File: src/rtl/rx_pkg.sv
package rx_pkg;
  localparam int RX_DATA_W   = 8;
  localparam int RX_MIN_BITS = 5;
  localparam int RX_LEN_W    = $clog2(RX_DATA_W - RX_MIN_BITS + 1);
  localparam int RX_IDX_W    = $clog2(RX_DATA_W);

  typedef enum logic [2:0] {
    ST_IDLE  = 3'd0,
    ST_START = 3'd1,
    ST_DATA  = 3'd2,
    ST_PAR   = 3'd3,
    ST_STOP  = 3'd4,
    ST_HOLD  = 3'd5
  } rx_state_e;

  typedef enum logic [1:0] {
    PAR_NONE  = 2'd0,
    PAR_EVEN  = 2'd1,
    PAR_ODD   = 2'd2,
    PAR_NONE3 = 2'd3
  } par_mode_e;

  typedef struct packed {
    logic [RX_LEN_W-1:0] len;
    par_mode_e           par;
    logic                two_stop;
  } rx_cfg_t;
endpackage

File: src/rtl/rx_sync.sv
module rx_sync #(
  parameter int   STAGES  = 2,
  parameter logic RST_VAL = 1'b0
) (
  input  logic clk_i,
  input  logic rst_ni,
  input  logic d_i,
  output logic q_o
);
  logic [STAGES-1:0] sh_q;
  logic [STAGES-1:0] sh_d;

  always_comb begin
    sh_d = {sh_q[STAGES-2:0], d_i};
  end

  always_ff @(posedge clk_i or negedge rst_ni) begin
    if (!rst_ni) sh_q <= {STAGES{RST_VAL}};
    else         sh_q <= sh_d;
  end

  assign q_o = sh_q[STAGES-1];
endmodule

File: src/rtl/rx_ctrl.sv
module rx_ctrl
  import rx_pkg::*;
#(
  parameter int OSR = 16
) (
  input  logic                 clk_i,
  input  logic                 rst_ni,
  input  logic                 tick_i,
  input  logic                 line_i,
  input  rx_cfg_t              cfg_i,
  output rx_cfg_t              cfg_q_o,
  output logic                 cap_clr_o,
  output logic                 cap_data_o,
  output logic                 cap_par_o,
  output logic [RX_IDX_W-1:0]  bit_idx_o,
  output logic                 done_o,
  output logic                 done_ferr_o
);
  localparam int CNT_W = $clog2(OSR);
  localparam logic [CNT_W-1:0] MID_T  = CNT_W'(OSR / 2 - 1);
  localparam logic [CNT_W-1:0] LAST_T = CNT_W'(OSR - 1);

  rx_state_e            state_q, state_d;
  logic [CNT_W-1:0]     tick_q, tick_d;
  logic [RX_IDX_W-1:0]  bit_q, bit_d;
  logic                 stop_q, stop_d;
  rx_cfg_t              cfg_q, cfg_d;
  logic [RX_IDX_W-1:0]  last_idx;
  logic                 hit;
  logic                 par_on;

  always_comb begin
    last_idx = RX_IDX_W'(RX_MIN_BITS - 1) + RX_IDX_W'(cfg_q.len);
    par_on   = (cfg_q.par == PAR_EVEN) || (cfg_q.par == PAR_ODD);
    hit      = tick_i && (tick_q == ((state_q == ST_START) ? MID_T : LAST_T));
  end

  always_comb begin
    state_d     = state_q;
    tick_d      = tick_q;
    bit_d       = bit_q;
    stop_d      = stop_q;
    cfg_d       = cfg_q;
    cap_clr_o   = 1'b0;
    cap_data_o  = 1'b0;
    cap_par_o   = 1'b0;
    done_o      = 1'b0;
    done_ferr_o = 1'b0;
    if (state_q != ST_IDLE && state_q != ST_HOLD && tick_i) begin
      tick_d = hit ? '0 : tick_q + CNT_W'(1);
    end
    unique case (state_q)
      ST_IDLE: begin
        cfg_d  = cfg_i;
        tick_d = '0;
        if (!line_i) state_d = ST_START;
      end
      ST_START: begin
        if (hit) begin
          if (line_i) begin
            state_d = ST_IDLE;
          end else begin
            state_d   = ST_DATA;
            bit_d     = '0;
            cap_clr_o = 1'b1;
          end
        end
      end
      ST_DATA: begin
        if (hit) begin
          cap_data_o = 1'b1;
          if (bit_q == last_idx) begin
            bit_d   = '0;
            stop_d  = 1'b0;
            state_d = par_on ? ST_PAR : ST_STOP;
          end else begin
            bit_d = bit_q + RX_IDX_W'(1);
          end
        end
      end
      ST_PAR: begin
        if (hit) begin
          cap_par_o = 1'b1;
          stop_d    = 1'b0;
          state_d   = ST_STOP;
        end
      end
      ST_STOP: begin
        if (hit) begin
          if (!line_i) begin
            done_o      = 1'b1;
            done_ferr_o = 1'b1;
            state_d     = ST_HOLD;
          end else if (cfg_q.two_stop && !stop_q) begin
            stop_d = 1'b1;
          end else begin
            done_o  = 1'b1;
            state_d = ST_IDLE;
          end
        end
      end
      ST_HOLD: begin
        if (line_i) state_d = ST_IDLE;
      end
      default: state_d = ST_IDLE;
    endcase
  end

  always_ff @(posedge clk_i or negedge rst_ni) begin
    if (!rst_ni) begin
      state_q <= ST_IDLE;
      tick_q  <= '0;
      bit_q   <= '0;
      stop_q  <= 1'b0;
      cfg_q   <= '0;
    end else begin
      state_q <= state_d;
      tick_q  <= tick_d;
      bit_q   <= bit_d;
      stop_q  <= stop_d;
      cfg_q   <= cfg_d;
    end
  end

  assign cfg_q_o   = cfg_q;
  assign bit_idx_o = bit_q;

  // data bit index never passes the configured length
  assert_bit_in_range_R2: assert property (@(posedge clk_i) disable iff (!rst_ni)
    state_q == ST_DATA |-> bit_q <= last_idx);
  // captured configuration frozen while a character is in flight
  assert_cfg_frozen_R8: assert property (@(posedge clk_i) disable iff (!rst_ni)
    state_q != ST_IDLE |=> $stable(cfg_q));
  // no new search while the line is still low after a framing error
  assert_hold_low_R7: assert property (@(posedge clk_i) disable iff (!rst_ni)
    (state_q == ST_HOLD && !line_i) |=> state_q == ST_HOLD);
  // a start rejected at mid-bit emits no character
  assert_glitch_quiet_R6: assert property (@(posedge clk_i) disable iff (!rst_ni)
    state_q == ST_START |-> !done_o);
endmodule

File: src/rtl/rx_shift.sv
module rx_shift
  import rx_pkg::*;
(
  input  logic                 clk_i,
  input  logic                 rst_ni,
  input  logic                 line_i,
  input  logic                 cap_clr_i,
  input  logic                 cap_data_i,
  input  logic                 cap_par_i,
  input  logic [RX_IDX_W-1:0]  bit_idx_i,
  input  par_mode_e            par_i,
  output logic [RX_DATA_W-1:0] data_o,
  output logic                 par_err_o
);
  logic [RX_DATA_W-1:0] data_q, data_d;
  logic                 odd_q, odd_d;

  always_comb begin
    data_d = data_q;
    odd_d  = odd_q;
    if (cap_clr_i) begin
      data_d = '0;
      odd_d  = 1'b0;
    end
    if (cap_data_i) begin
      data_d[bit_idx_i] = line_i;
      odd_d             = odd_q ^ line_i;
    end
    if (cap_par_i) begin
      odd_d = odd_q ^ line_i;
    end
  end

  always_ff @(posedge clk_i or negedge rst_ni) begin
    if (!rst_ni) begin
      data_q <= '0;
      odd_q  <= 1'b0;
    end else begin
      data_q <= data_d;
      odd_q  <= odd_d;
    end
  end

  always_comb begin
    unique case (par_i)
      PAR_EVEN: par_err_o = odd_q;
      PAR_ODD:  par_err_o = !odd_q;
      default:  par_err_o = 1'b0;
    endcase
  end

  assign data_o = data_q;

  // a fresh character starts from an all-zero word
  assert_clear_zero_R2: assert property (@(posedge clk_i) disable iff (!rst_ni)
    cap_clr_i |=> data_q == '0);
endmodule

File: src/rtl/async_char_rx.sv
module async_char_rx
  import rx_pkg::*;
#(
  parameter int OSR         = 16,
  parameter int SYNC_STAGES = 2
) (
  input  logic                 clk_i,
  input  logic                 rst_ni,
  input  logic                 tick_i,
  input  logic                 line_i,
  input  logic [RX_LEN_W-1:0]  cfg_len_i,
  input  logic [1:0]           cfg_par_i,
  input  logic                 cfg_stop_i,
  output logic [RX_DATA_W-1:0] rx_data_o,
  output logic                 rx_valid_o,
  output logic                 par_err_o,
  output logic                 frm_err_o
);
  logic                 rst_n_i;
  logic                 line_s;
  rx_cfg_t              cfg_in, cfg_q;
  logic                 cap_clr, cap_data, cap_par, done, done_ferr;
  logic [RX_IDX_W-1:0]  bit_idx;
  logic [RX_DATA_W-1:0] word;
  logic                 perr;

  logic [RX_DATA_W-1:0] data_q, data_d;
  logic                 valid_q, valid_d, perr_q, perr_d, ferr_q, ferr_d;

  rx_sync #(.STAGES(SYNC_STAGES), .RST_VAL(1'b0)) u_rst_sync (
    .clk_i(clk_i), .rst_ni(rst_ni), .d_i(1'b1), .q_o(rst_n_i));

  rx_sync #(.STAGES(SYNC_STAGES), .RST_VAL(1'b1)) u_line_sync (
    .clk_i(clk_i), .rst_ni(rst_n_i), .d_i(line_i), .q_o(line_s));

  always_comb begin
    cfg_in.len      = cfg_len_i;
    cfg_in.par      = par_mode_e'(cfg_par_i);
    cfg_in.two_stop = cfg_stop_i;
  end

  rx_ctrl #(.OSR(OSR)) u_ctrl (
    .clk_i(clk_i), .rst_ni(rst_n_i), .tick_i(tick_i), .line_i(line_s),
    .cfg_i(cfg_in), .cfg_q_o(cfg_q), .cap_clr_o(cap_clr),
    .cap_data_o(cap_data), .cap_par_o(cap_par), .bit_idx_o(bit_idx),
    .done_o(done), .done_ferr_o(done_ferr));

  rx_shift u_shift (
    .clk_i(clk_i), .rst_ni(rst_n_i), .line_i(line_s), .cap_clr_i(cap_clr),
    .cap_data_i(cap_data), .cap_par_i(cap_par), .bit_idx_i(bit_idx),
    .par_i(cfg_q.par), .data_o(word), .par_err_o(perr));

  always_comb begin
    valid_d = done;
    data_d  = data_q;
    perr_d  = perr_q;
    ferr_d  = ferr_q;
    if (done) begin
      data_d = word;
      perr_d = perr;
      ferr_d = done_ferr;
    end
  end

  always_ff @(posedge clk_i or negedge rst_n_i) begin
    if (!rst_n_i) begin
      data_q  <= '0;
      valid_q <= 1'b0;
      perr_q  <= 1'b0;
      ferr_q  <= 1'b0;
    end else begin
      data_q  <= data_d;
      valid_q <= valid_d;
      perr_q  <= perr_d;
      ferr_q  <= ferr_d;
    end
  end

  assign rx_data_o  = data_q;
  assign rx_valid_o = valid_q;
  assign par_err_o  = perr_q;
  assign frm_err_o  = ferr_q;

  // the strobe is never wider than one cycle
  assert_valid_pulse_R5: assert property (@(posedge clk_i) disable iff (!rst_n_i)
    valid_q |=> !valid_q);
  // bits above the captured length are zero on the strobe
  assert_upper_zero_R2: assert property (@(posedge clk_i) disable iff (!rst_n_i)
    valid_q |-> (data_q >> (RX_MIN_BITS + int'(cfg_q.len))) == '0);
  // no parity flag when no parity bit is expected
  assert_no_par_flag_R3: assert property (@(posedge clk_i) disable iff (!rst_n_i)
    (valid_q && (cfg_q.par == PAR_NONE || cfg_q.par == PAR_NONE3)) |-> !perr_q);
endmodule

File: config.mk
export PLATFORM = sky130hd
export DESIGN_NAME = async_char_rx
export DESIGN_NICKNAME = d
export VERILOG_FILES = /design/src/rtl/rx_pkg.sv /design/src/rtl/rx_sync.sv /design/src/rtl/rx_ctrl.sv /design/src/rtl/rx_shift.sv /design/src/rtl/async_char_rx.sv
export SDC_FILE = /design/constraint.sdc
export NUM_CORES = 1
export LEC_CHECK = 0
export BUFFER_PORTS_ARGS = -buffer_cell sky130_fd_sc_hd__buf_2
export CAP_MARGIN = 20
export CORE_UTILIZATION = 39
export CTS_CLUSTER_SIZE = 30
export DETAILED_ROUTE_END_ITERATION = 6
export MAX_ROUTING_LAYER = met4
export PLACE_DENSITY = 0.59
export SLEW_MARGIN = 20
export SYNTH_ARGS = -nofsm -noshare
export SYNTH_HDL_FRONTEND = slang
export SYNTH_SLANG_ARGS = --single-unit
File: constraint.sdc
create_clock -name clk_i -period 2.8 [get_ports clk_i]
set_input_delay 0.84 -clock clk_i [delete_from_list [all_inputs] [get_ports clk_i]]
set_output_delay 0.84 -clock clk_i [all_outputs]
set_load 0.02 [all_outputs]
# Yosys cells after proc, flatten, opt, wreduce, memory -nomap -nowiden
# Cells that the tools add are included.
[totals]
regBits = 40
input_bits = 9
[op_classes]
reduce_logical = 17
muxes = 48
n_lt_le_gt_ge = 2
add_sub_neg = 3
bitwise = 1
eq_ne = 21
[ops]
columns = ["operator", "n"]
rows = [
  ["$mux 3", 14],
  ["$mux 1", 21],
  ["$pmux 3 s6", 1],
  ["$mux 4", 4],
  ["$mux 8", 2],
  ["$ne 2x1->1 const B", 6],
  ["$reduce_bool 3->1", 3],
  ["$bwmux 8", 1],
  ["$ne 2x2->1 const B", 4],
  ["$reduce_and 8->1", 1],
  ["$reduce_and 7->1", 1],
  ["$eq 3x2->1 const B", 2],
  ["$eq 3x3->1 const B", 2],
  ["$ne 3x3->1 const B", 2],
  ["$pmux 3 s2", 1],
  ["$logic_and 1x1->1", 5],
  ["$add 4x1->4 const B", 1],
  ["$eq 4x4->1", 1],
  ["$lt 3x4->1 const B", 1],
  ["$reduce_and 4->1", 1],
  ["$reduce_bool 2->1", 2],
  ["$add 3x1->3 const B", 1],
  ["$add 3x2->3 const A", 1],
  ["$demux 1 s3", 1],
  ["12 further kinds", 13],
]

# Logic depth before layout (Yosys ltp)
# Gate-level depths: netlist of the first run.
[depth]
ltp_word = 9
depth_mapped = 7
mapped_depth_nobuf = 6

# Hierarchy
# Synthesis of the first run repeated with hierarchy kept, for this count alone.
[hier_totals]
cells_unflattened = 190
area_unflattened_um2 = 2100.8
[modules_own_cells]
columns = ["module", "area_per_inst_um2", "seq_area_each_um2", "cells_per_inst", "instances"]
rows = [
  ["rx_ctrl", 1054.8, 400.4, 121, 1],
  ["rx_shift", 503.0, 225.2, 42, 1],
  ["async_char_rx", 440.4, 275.3, 23, 1],
  ["rx_sync (u_line_sync)", 52.6, 52.6, 2, 1],
  ["rx_sync (u_rst_sync)", 50.0, 50.0, 2, 1],
]

# Worst setup path before layout of the first run
# No wires, ideal clock.
[synth_path]
kind = "input -> register"
from = "input tick_i"
to = "register u_ctrl.state_q[0]"
t_arrival_ns = 1.806
setup_ns = 0.125
path_slack_ns = 0.870
stages = 5
cell_sequence = "and4_1 > buf_4 > nor3_1 > o41ai_2 > mux2_2"
[synth_via]
elab_chain_len = 3
elab_cells_between_ends = 6
cone_classes = "eq/ne: 4; reduce/logical: 2"
[synth_rtl]
columns = ["item", "line_no", "source"]
rows = [
  ["start, declared", "async_char_rx.sv:9", "input logic tick_i,"],
  ["$logic_and 1x1->1 *", "rx_ctrl.sv:35", "hit = tick_i && (tick_q == ((state_q == ST_START) ? MID_T : LAST_T));"],
  ["$ne 2x1->1 (no line)", "--", ""],
  ["$reduce_and 8->1 (no line) *", "--", ""],
  ["end signal, assigned", "rx_ctrl.sv:117", "state_q <= state_d;"],
  ["end, declared", "rx_ctrl.sv:23", "rx_state_e state_q, state_d;"],
]
# Mark *: on every way between the ends. The rest lies on a longest branch, timed or not.
# A chain may end at the register's enable or synchronous reset.

# Final worst setup path of the first run
# Same ends and word-level chain as after synthesis.

==> results of run 1 <==
==> registers in the layout, indices dropped and copies added (netlist names) <==
signal and cells:
rx_data_o 8, u_shift.data_o 8, u_ctrl.cfg_q_o 5, u_ctrl.tick_q 4, u_ctrl.bit_idx_o 3, u_ctrl.state_q 3
u_line_sync.sh_q 2, u_rst_sync.sh_q 2, frm_err_o 1, par_err_o 1, rx_valid_o 1, u_ctrl.stop_q 1
u_shift.odd_q 1
==> cell usage after synthesis, drive strengths merged, types with 2 or more instances <==
master	number
dfrtp	38
nand2	24
mux2	12
o21ai	12
buf	8
mux2i	8
inv	6
nand3	6
nor2	6
a21oi	5
ha	4
nand3b	4
a31oi	3
clkbuf	3
nor3	3
nor3b	3
o31ai	3
o41ai	3
xnor2	3
and3	2
dfstp	2
nand2b	2
nor2b	2
o211ai	2
o311ai	2
==> cell usage in the layout (no fill, tap or decap), types with 4 or more instances in the layout <==
master | synthesis | layout
a21oi_1 | 5 | 5
ha_1 | 4 | 4
nand2_1 | 24 | 24
clkbuf_8 | 0 | 5
mux2i_1 | 8 | 8
nand3b_1 | 4 | 4
inv_1 | 5 | 5
dfrtp_1 | 38 | 38
o21ai_0 | 12 | 12
mux2_4 | 6 | 6
mux2_2 | 6 | 6
buf_2 | 2 | 19
nor2_1 | 6 | 6
nand3_1 | 6 | 6
==> cell type report <==
| class | count | area (um2) |
|---|---|---|
| fill | 469 | 2620 |
| sequential | 40 | 1000 |
| multi-input combinational | 127 | 930 |
| timing repair buffer | 22 | 118 |
| tap | 67 | 83.8 |
| clock buffer | 6 | 72.6 |
| clock inverter | 2 | 35.0 |
| inverter | 6 | 22.5 |
==> kinds of logic after synthesis <==
group,after synthesis,share of synthesized area [%]
and+or+nand+nor,60,15.6
DFF,40,49.4
AOI/OAI and AO/OA,38,14.0
muxes,20,11.7
buffers and inverters,17,4.92
adders and majority gates,4,2.46
xor gates and xnor gates,4,1.72
other,1,0.184
==> how the worst max path moves through the flow <==
stage / from / to / slack [ps]
final: tick_i / u_ctrl.state_q[0]$_DFFE_PN0P_ / 860
after global routing: u_ctrl.state_q[2]$_DFFE_PN0P_ / u_shift.data_o[0]$_DFF_PN0_ / 750
after CTS: u_ctrl.tick_q[0]$_DFFE_PN0P_ / u_ctrl.state_q[0]$_DFFE_PN0P_ / 890
after detailed placement: tick_i / u_ctrl.state_q[0]$_DFFE_PN0P_ / 580
after global placement: tick_i / u_ctrl.state_q[0]$_DFFE_PN0P_ / 630
after floorplan: tick_i / u_ctrl.state_q[0]$_DFFE_PN0P_ / 870
==> stage by stage <==
step	cell area, um2	std cells	hold slack [ps]
final	2260	270	291
after global routing	2260	270	299
after CTS	2260	270	309
after detailed placement	2160	262	311
after global placement	2160	262	300
after floorplan	2030	184	331
==> per-layer routing <==
layer  vias up  global-route usage [%]  wire, um
li1        700                       -         -
met3         4                    4.07       184
met2        37                    23.9      1730
met5         -                       -         0
met1       687                    20.3      1800
met4         0                    7.69        27
==> power by group <==
part,switching (mW),total (mW),internal [mW]
registers,0.0765,0.714,0.638
clock network,0.194,0.458,0.264
logic,0.167,0.321,0.155
total,0.437,1.49,1.06
==> critical path, delay by kind of cell <==
family | cells | cell delay, ps
AOI/OAI and AO/OA | 1 | 290
and+or+nand+nor | 2 | 490
buffers and inverters | 1 | 120
muxes | 1 | 360
==> metrics.md, run 1 <==
| Metric | Value |
|---|---|
| Run status | `finished clean` |
| Final period utilization | `between 60% and 70%` |
| CTS tree | `done` |
| Design Power | `1.49 mW` |
| Synthesized Nets | `around 200` |
| WP data arrival | `2110 ps` |
| Min-delay worst type | `flop to async pin` |
| Cell taking the most area after synthesis | `dfrtp_1` |
| Maxcap violations | `0` |
| RR Endpoint | `u_ctrl.state_q[0]$_DFFE_PN0P_` |
| Yosys top cell area share | `a little under half` |
| Top FF cell, synth | `dfrtp_1` |
| Final wirelength | `3750 um` |
| CTS sink count | `40` |
| Total track usage | `approximately 16%` |
| Die width | `approximately 74 um` |
| Post-synth EDFFs | `0` |
| R2r worst-path depth | `5` |
| Drc violations | `0` |
| Flops & latches, synth | `40` |
| Seq/Total Area, Yosys | `approximately 49%` |
| Post-CTS sizing | `0` |
| Max Fclk | `just over 500 MHz` |
| CTS Buffer Depth | `2` |
| Total gr overflow | `0` |
| Initial drt markers | `between 70 and 80` |
| Initial DRT Pass Iterations | `4` |
| Worst-path fanout max | `7` |
| Final WS setup | `864 ps` |
| Cell Chain, Critical Path | `buf_2 -> and4_1 -> nor3_1 -> o41ai_2 -> mux2_2` |
| Initial antenna violation count | `0` |
| Vias per inst | `5.29` |
| Final antenna-violating net count | `0` |
| Fin nets | `approximately 220` |
| Ys async rst share | `100%` |
| CP required | `2970 ps` |
| Slew Limit Fails | `0` |
| Num CTS Buffers | `5` |
| Setup TNS | `0 ps` |
| Post-layout min period | `roughly 1900 ps` |
| Flop2flop setup slack | `860 ps` |
| Leakage | `1.08 nW` |
| Insertion delay to the later sink of the worst-skew pair | `about 290 ps` |
| Htree depth | `2` |
| Startpoint Class | `primary input` |
| Largest net degree at the start of global routing | `39` |
| Worst slack at placement | `between 500 and 600 ps` |
| CP Class | `primary input to flop` |
| Largest stage delay, worst path | `a little under 400 ps` |
| Tightest Pin Transition | `565 ps` |
| Die area | `roughly 0.0055 mm2` |
| Warnings from Yosys | `0` |
| Number of global-route vias before repair | `between 1k and 1.5k` |
| Total setup buffers inserted after CTS | `0` |
| Share of cells above drive strength 1 | `~24%` |
| Row count | `25` |
| Worst clock skew | `approximately 5.9 ps` |
| WL/cell | `roughly 14 um` |
| Core Region | `0.00488 mm2` |
| Utilization after layout | `46.4%` |
| P&R area growth vs syn | `11.4%` |
| PwrDens | `between 600 and 700 mW/mm2` |
| Starting Density | `a little over two fifths` |
| Hold Vio Cnt, Final | `0` |
| Die Height | `74.2 um` |
| Port Buf Inserts | `19` |
| Mapped Area | `roughly 0.002 mm2` |
| VDD IR max | `~360 uV` |
| CP max-delay cell | `and4_1` |
| Crit. End Element | `flop` |
| Reg clk slew, reported paths | `around 80 ps` |
| Placed wire-length estimate | `around 2600 um` |
| First-pass GRT wire length | `around 6300 um` |
| GP Congestion | `0.829` |
| Slew headroom | `around 62%` |
| Post-Syn Instances | `184` |
| Syn avg cell area | `approximately 11 um2` |
| Top Ports | `20` |
| RSZ-0062 raised after global routing | `false` |
| Vias | `1428` |
| Cell variety after synth | `49` |
| Hold buffer count at CTS | `0` |
| Worst reg2reg startpoint | `u_ctrl.tick_q[0]$_DFFE_PN0P_` |
| Final setup fails | `0` |
| Clock Tree Root | `clkbuf_8` |
| N_diodes | `0` |
| Synth area leaders | `dfrtp_1 (47%), mux2_4 (4.4%), nand2_1 (4.4%)` |
Power figures use the tool's default switching activity.
==> inputs of run 2 (changes only) <==
ABC_AREA = 1   (was not set)
PLACE_DENSITY = 0.58   (was 0.59)
clock period = 2 ns   (was 2.8 ns; I/O delays follow)
==> run 2 against run 1 <==
Sequential share of layout area fell by 2.4 points. Highest routed layer unchanged. Critical endpoint is now rx_data_o[4]$_DFFE_PN0P_. Cell count rose by 32%. Clock power rose by 40%.
==> metrics.md, run 2 <==
| Metric | Value |
|---|---|
| Run status | `finished clean` |
| Total setup buffers inserted after CTS | `0 (unchanged)` |
| CP required | `2230 ps (-740 ps)` |
| Total gr overflow | `0 (unchanged)` |
| Most common cell after layout, fill and taps aside | `nand2_1` |
| Ys async rst share | `100% (unchanged)` |
| PwrDens | `952 mW/mm2 (+44%)` |
| Port Buf Inserts | `19 (unchanged)` |
| VDD IR max | `427 uV (+17%)` |
| Die width | `76.3 um (+2.8%)` |
| R2r worst-path depth | `8 (+3)` |
| GP Congestion | `0.771 (-7.0%)` |
| Cell variety after synth | `32 (-35%)` |
| Seq/Total Area, Yosys | `46.7% (-2.7 points)` |
| Final period utilization | `between 80% and 90%` |
| Largest stage delay, worst path | `650 ps (+260 ps)` |
| Number of global-route vias before repair | `1641 (+23%)` |
| Cell taking the most area after synthesis | `dfrtp_1` |
| Worst-path fanout max | `11 (+4)` |
| Post-layout min period | `~1600 ps` |
| Synth area leaders | `dfrtp_1 (44%), nand2_1 (17%), nand3_1 (9.5%)` |
| P&R area growth vs syn | `11.3% (about the same)` |
| Worst clock skew | `4.13 ps (-1.74 ps)` |
| Htree depth | `2 (unchanged)` |
| Buf/Inv on CP | `2 (+1)` |
| First-pass GRT wire length | `7460 um (+19%)` |
| Hold buffer count at CTS | `0 (unchanged)` |
| Row count | `26 (+4.0%)` |
| Top cells by count, synth | `nand2_1 (97), nand3_1 (41), dfrtp_1 (38)` |
| Num CTS Buffers | `5 (unchanged)` |
| Total track usage | `16.3% (+0.21 points)` |
| Initial drt markers | `62 (-13%)` |
| Max Fclk | `slightly above 600 MHz` |
| Starting Density | `41.3% (-0.34 points)` |
| Post-CTS sizing | `0 (unchanged)` |
| Top Ports | `20 (unchanged)` |
| Yosys top cell area share | `44.2% (-2.6 points)` |
| Most frequent cells in the layout | `nand2_1 (97), nand3_1 (41), dfrtp_1 (38)` |
| Maxcap violations | `0 (unchanged)` |
| Dominant delay contributor by cell family on the critical path | `flip-flops` |
| CTS sink count | `40 (unchanged)` |
| Vias per inst | `4.87 (-8.0%)` |
| Leakage | `1.27 nW (+18%)` |
| WL/cell | `11.4 um (-18%)` |
| CP max-delay cell | `dfrtp_1` |
| N_diodes | `0 (unchanged)` |
| Flop2flop setup slack | `370 ps (-490 ps)` |
| Mapped Area | `0.00215 mm2 (+5.8%)` |
| Initial antenna violation count | `0 (unchanged)` |
| CP Class | `flop to flop` |
| CTS tree | `done` |
| Hold Vio Cnt, Final | `0 (unchanged)` |
| Die area | `0.00582 mm2 (+5.6%)` |
| Startpoint Class | `flop` |
| Slew Limit Fails | `0 (unchanged)` |
| Synthesized Nets | `278 (+41%)` |
| Worst reg2reg startpoint | `u_ctrl.state_q[2]$_DFFE_PN0P_` |
| Clock Tree Root | `clkbuf_8` |
| Flops & latches, synth | `40 (unchanged)` |
| FILL cells | `527 (+12%)` |
| RR Endpoint | `rx_data_o[4]$_DFFE_PN0P_` |
| Most numerous cell on the critical path | `nand2_1` |
| Fin nets | `298 (+39%)` |
| Insertion delay to the later sink of the worst-skew pair | `280 ps (about the same)` |
| Vias | `1733 (+21%)` |
| Final setup fails | `0 (unchanged)` |
| CTS Buffer Depth | `2 (unchanged)` |
| WP data arrival | `1860 ps (-250 ps)` |
| Top FF cell, synth | `dfrtp_1` |
| Reg clk slew, reported paths | `80 ps (about the same)` |
| Syn avg cell area | `8.12 um2 (-27%)` |
| Largest net degree at the start of global routing | `39 (unchanged)` |
| Final wirelength | `4050 um (+8.0%)` |
| Design Power | `2.28 mW (+53%)` |
| Cell Chain, Critical Path | `inv_4 -> nand3_2 -> nand2_2 -> nand2_4 -> nand4_4 -> clkinv_2 -> nand2_1 -> nand2_1` |
| RSZ-0062 raised after global routing | `false` |
| Placed wire-length estimate | `2890 um (+11%)` |
| Final antenna-violating net count | `0 (unchanged)` |
| Setup TNS | `0 ps (unchanged)` |
| Most frequent cell after synthesis | `nand2_1` |
| Min-delay worst type | `primary input to async pin` |
| Post-Syn Instances | `265 (+44%)` |
| Warnings from Yosys | `0 (unchanged)` |
| Initial DRT Pass Iterations | `5 (+1)` |
| Die Height | `76.3 um (+2.8%)` |
| Share of cells above drive strength 1 | `19.2% (-4.9 points)` |
| Drc violations | `0 (unchanged)` |
| Crit. End Element | `flop` |
| Core Region | `0.00520 mm2 (+6.7%)` |
| Post-synth EDFFs | `0 (unchanged)` |
## run 2: per-stage QoR
step / hold WS [ps] / util, % / instance area [um2] / setup WS (ps) / instances
floorplan: 304 / - / 2150 / 535 / 265
global placement: 311 / 43.9 / 2280 / 324 / 348
detailed placement: 306 / 43.9 / 2280 / 295 / 348
CTS: 71.8 / 46.0 / 2390 / 368 / 356
global route: 69.0 / 46.0 / 2390 / 176 / 356
finish: 82.3 / 46.0 / 2390 / 375 / 356
## run 2: worst max-delay path by stage
stage                                        startpoint                             to  slack [ps]  cells after the start
after global placement                           tick_i    u_shift.data_o[4]$_DFF_PN0_         320                      9
after CTS                 u_ctrl.state_q[2]$_DFFE_PN0P_       rx_data_o[7]$_DFFE_PN0P_         370                      8
after global routing      u_ctrl.state_q[2]$_DFFE_PN0P_       rx_data_o[5]$_DFFE_PN0P_         180                      8
after detailed placement                         tick_i  u_ctrl.state_q[2]$_DFFE_PN0P_         290                      8
after floorplan                                  tick_i    u_shift.data_o[1]$_DFF_PN0_         530                      8
final                     u_ctrl.state_q[2]$_DFFE_PN0P_       rx_data_o[4]$_DFFE_PN0P_         370                      8
## run 2: kinds of logic after synthesis
kind of cell             after synthesis  synth area share (%)
AO/OA/AOI/OAI                         12                  2.79
XOR/XNOR                               3                  1.22
adder cells (fa/ha/maj)                4                  2.33
multiplexers                           1                 0.524
AND/OR/NAND/NOR                      177                  39.6
flip-flops                            40                  46.7
other                                  1                 0.174
buffers and inverters                 27                  6.69
## run 2: power by group
part	internal [mW]	switching (mW)
Clock	0.369	0.272
Combinational	0.208	0.412
Sequential	0.903	0.117
## run 2: routing by layer
metal / global-route usage (%) / vias up / wire length [um]
met5: - / - / 0
met4: 4.62 / 0 / 46
met3: 3.71 / 5 / 179
met2: 25.2 / 43 / 1770
met1: 21.4 / 792 / 2040
li1: - / 893 / -
## run 2: layout make-up
class	instances	area, um2	area share (%)
Multi-Input combinational cell	198	1000	41.9
Sequential cell	40	1000	41.9
Tap cell	70	87.6	3.66
Clock inverter	3	42.5	1.78
Clock buffer	5	68.8	2.87
Timing Repair Buffer	21	110	4.60
Inverter	19	78.8	3.29
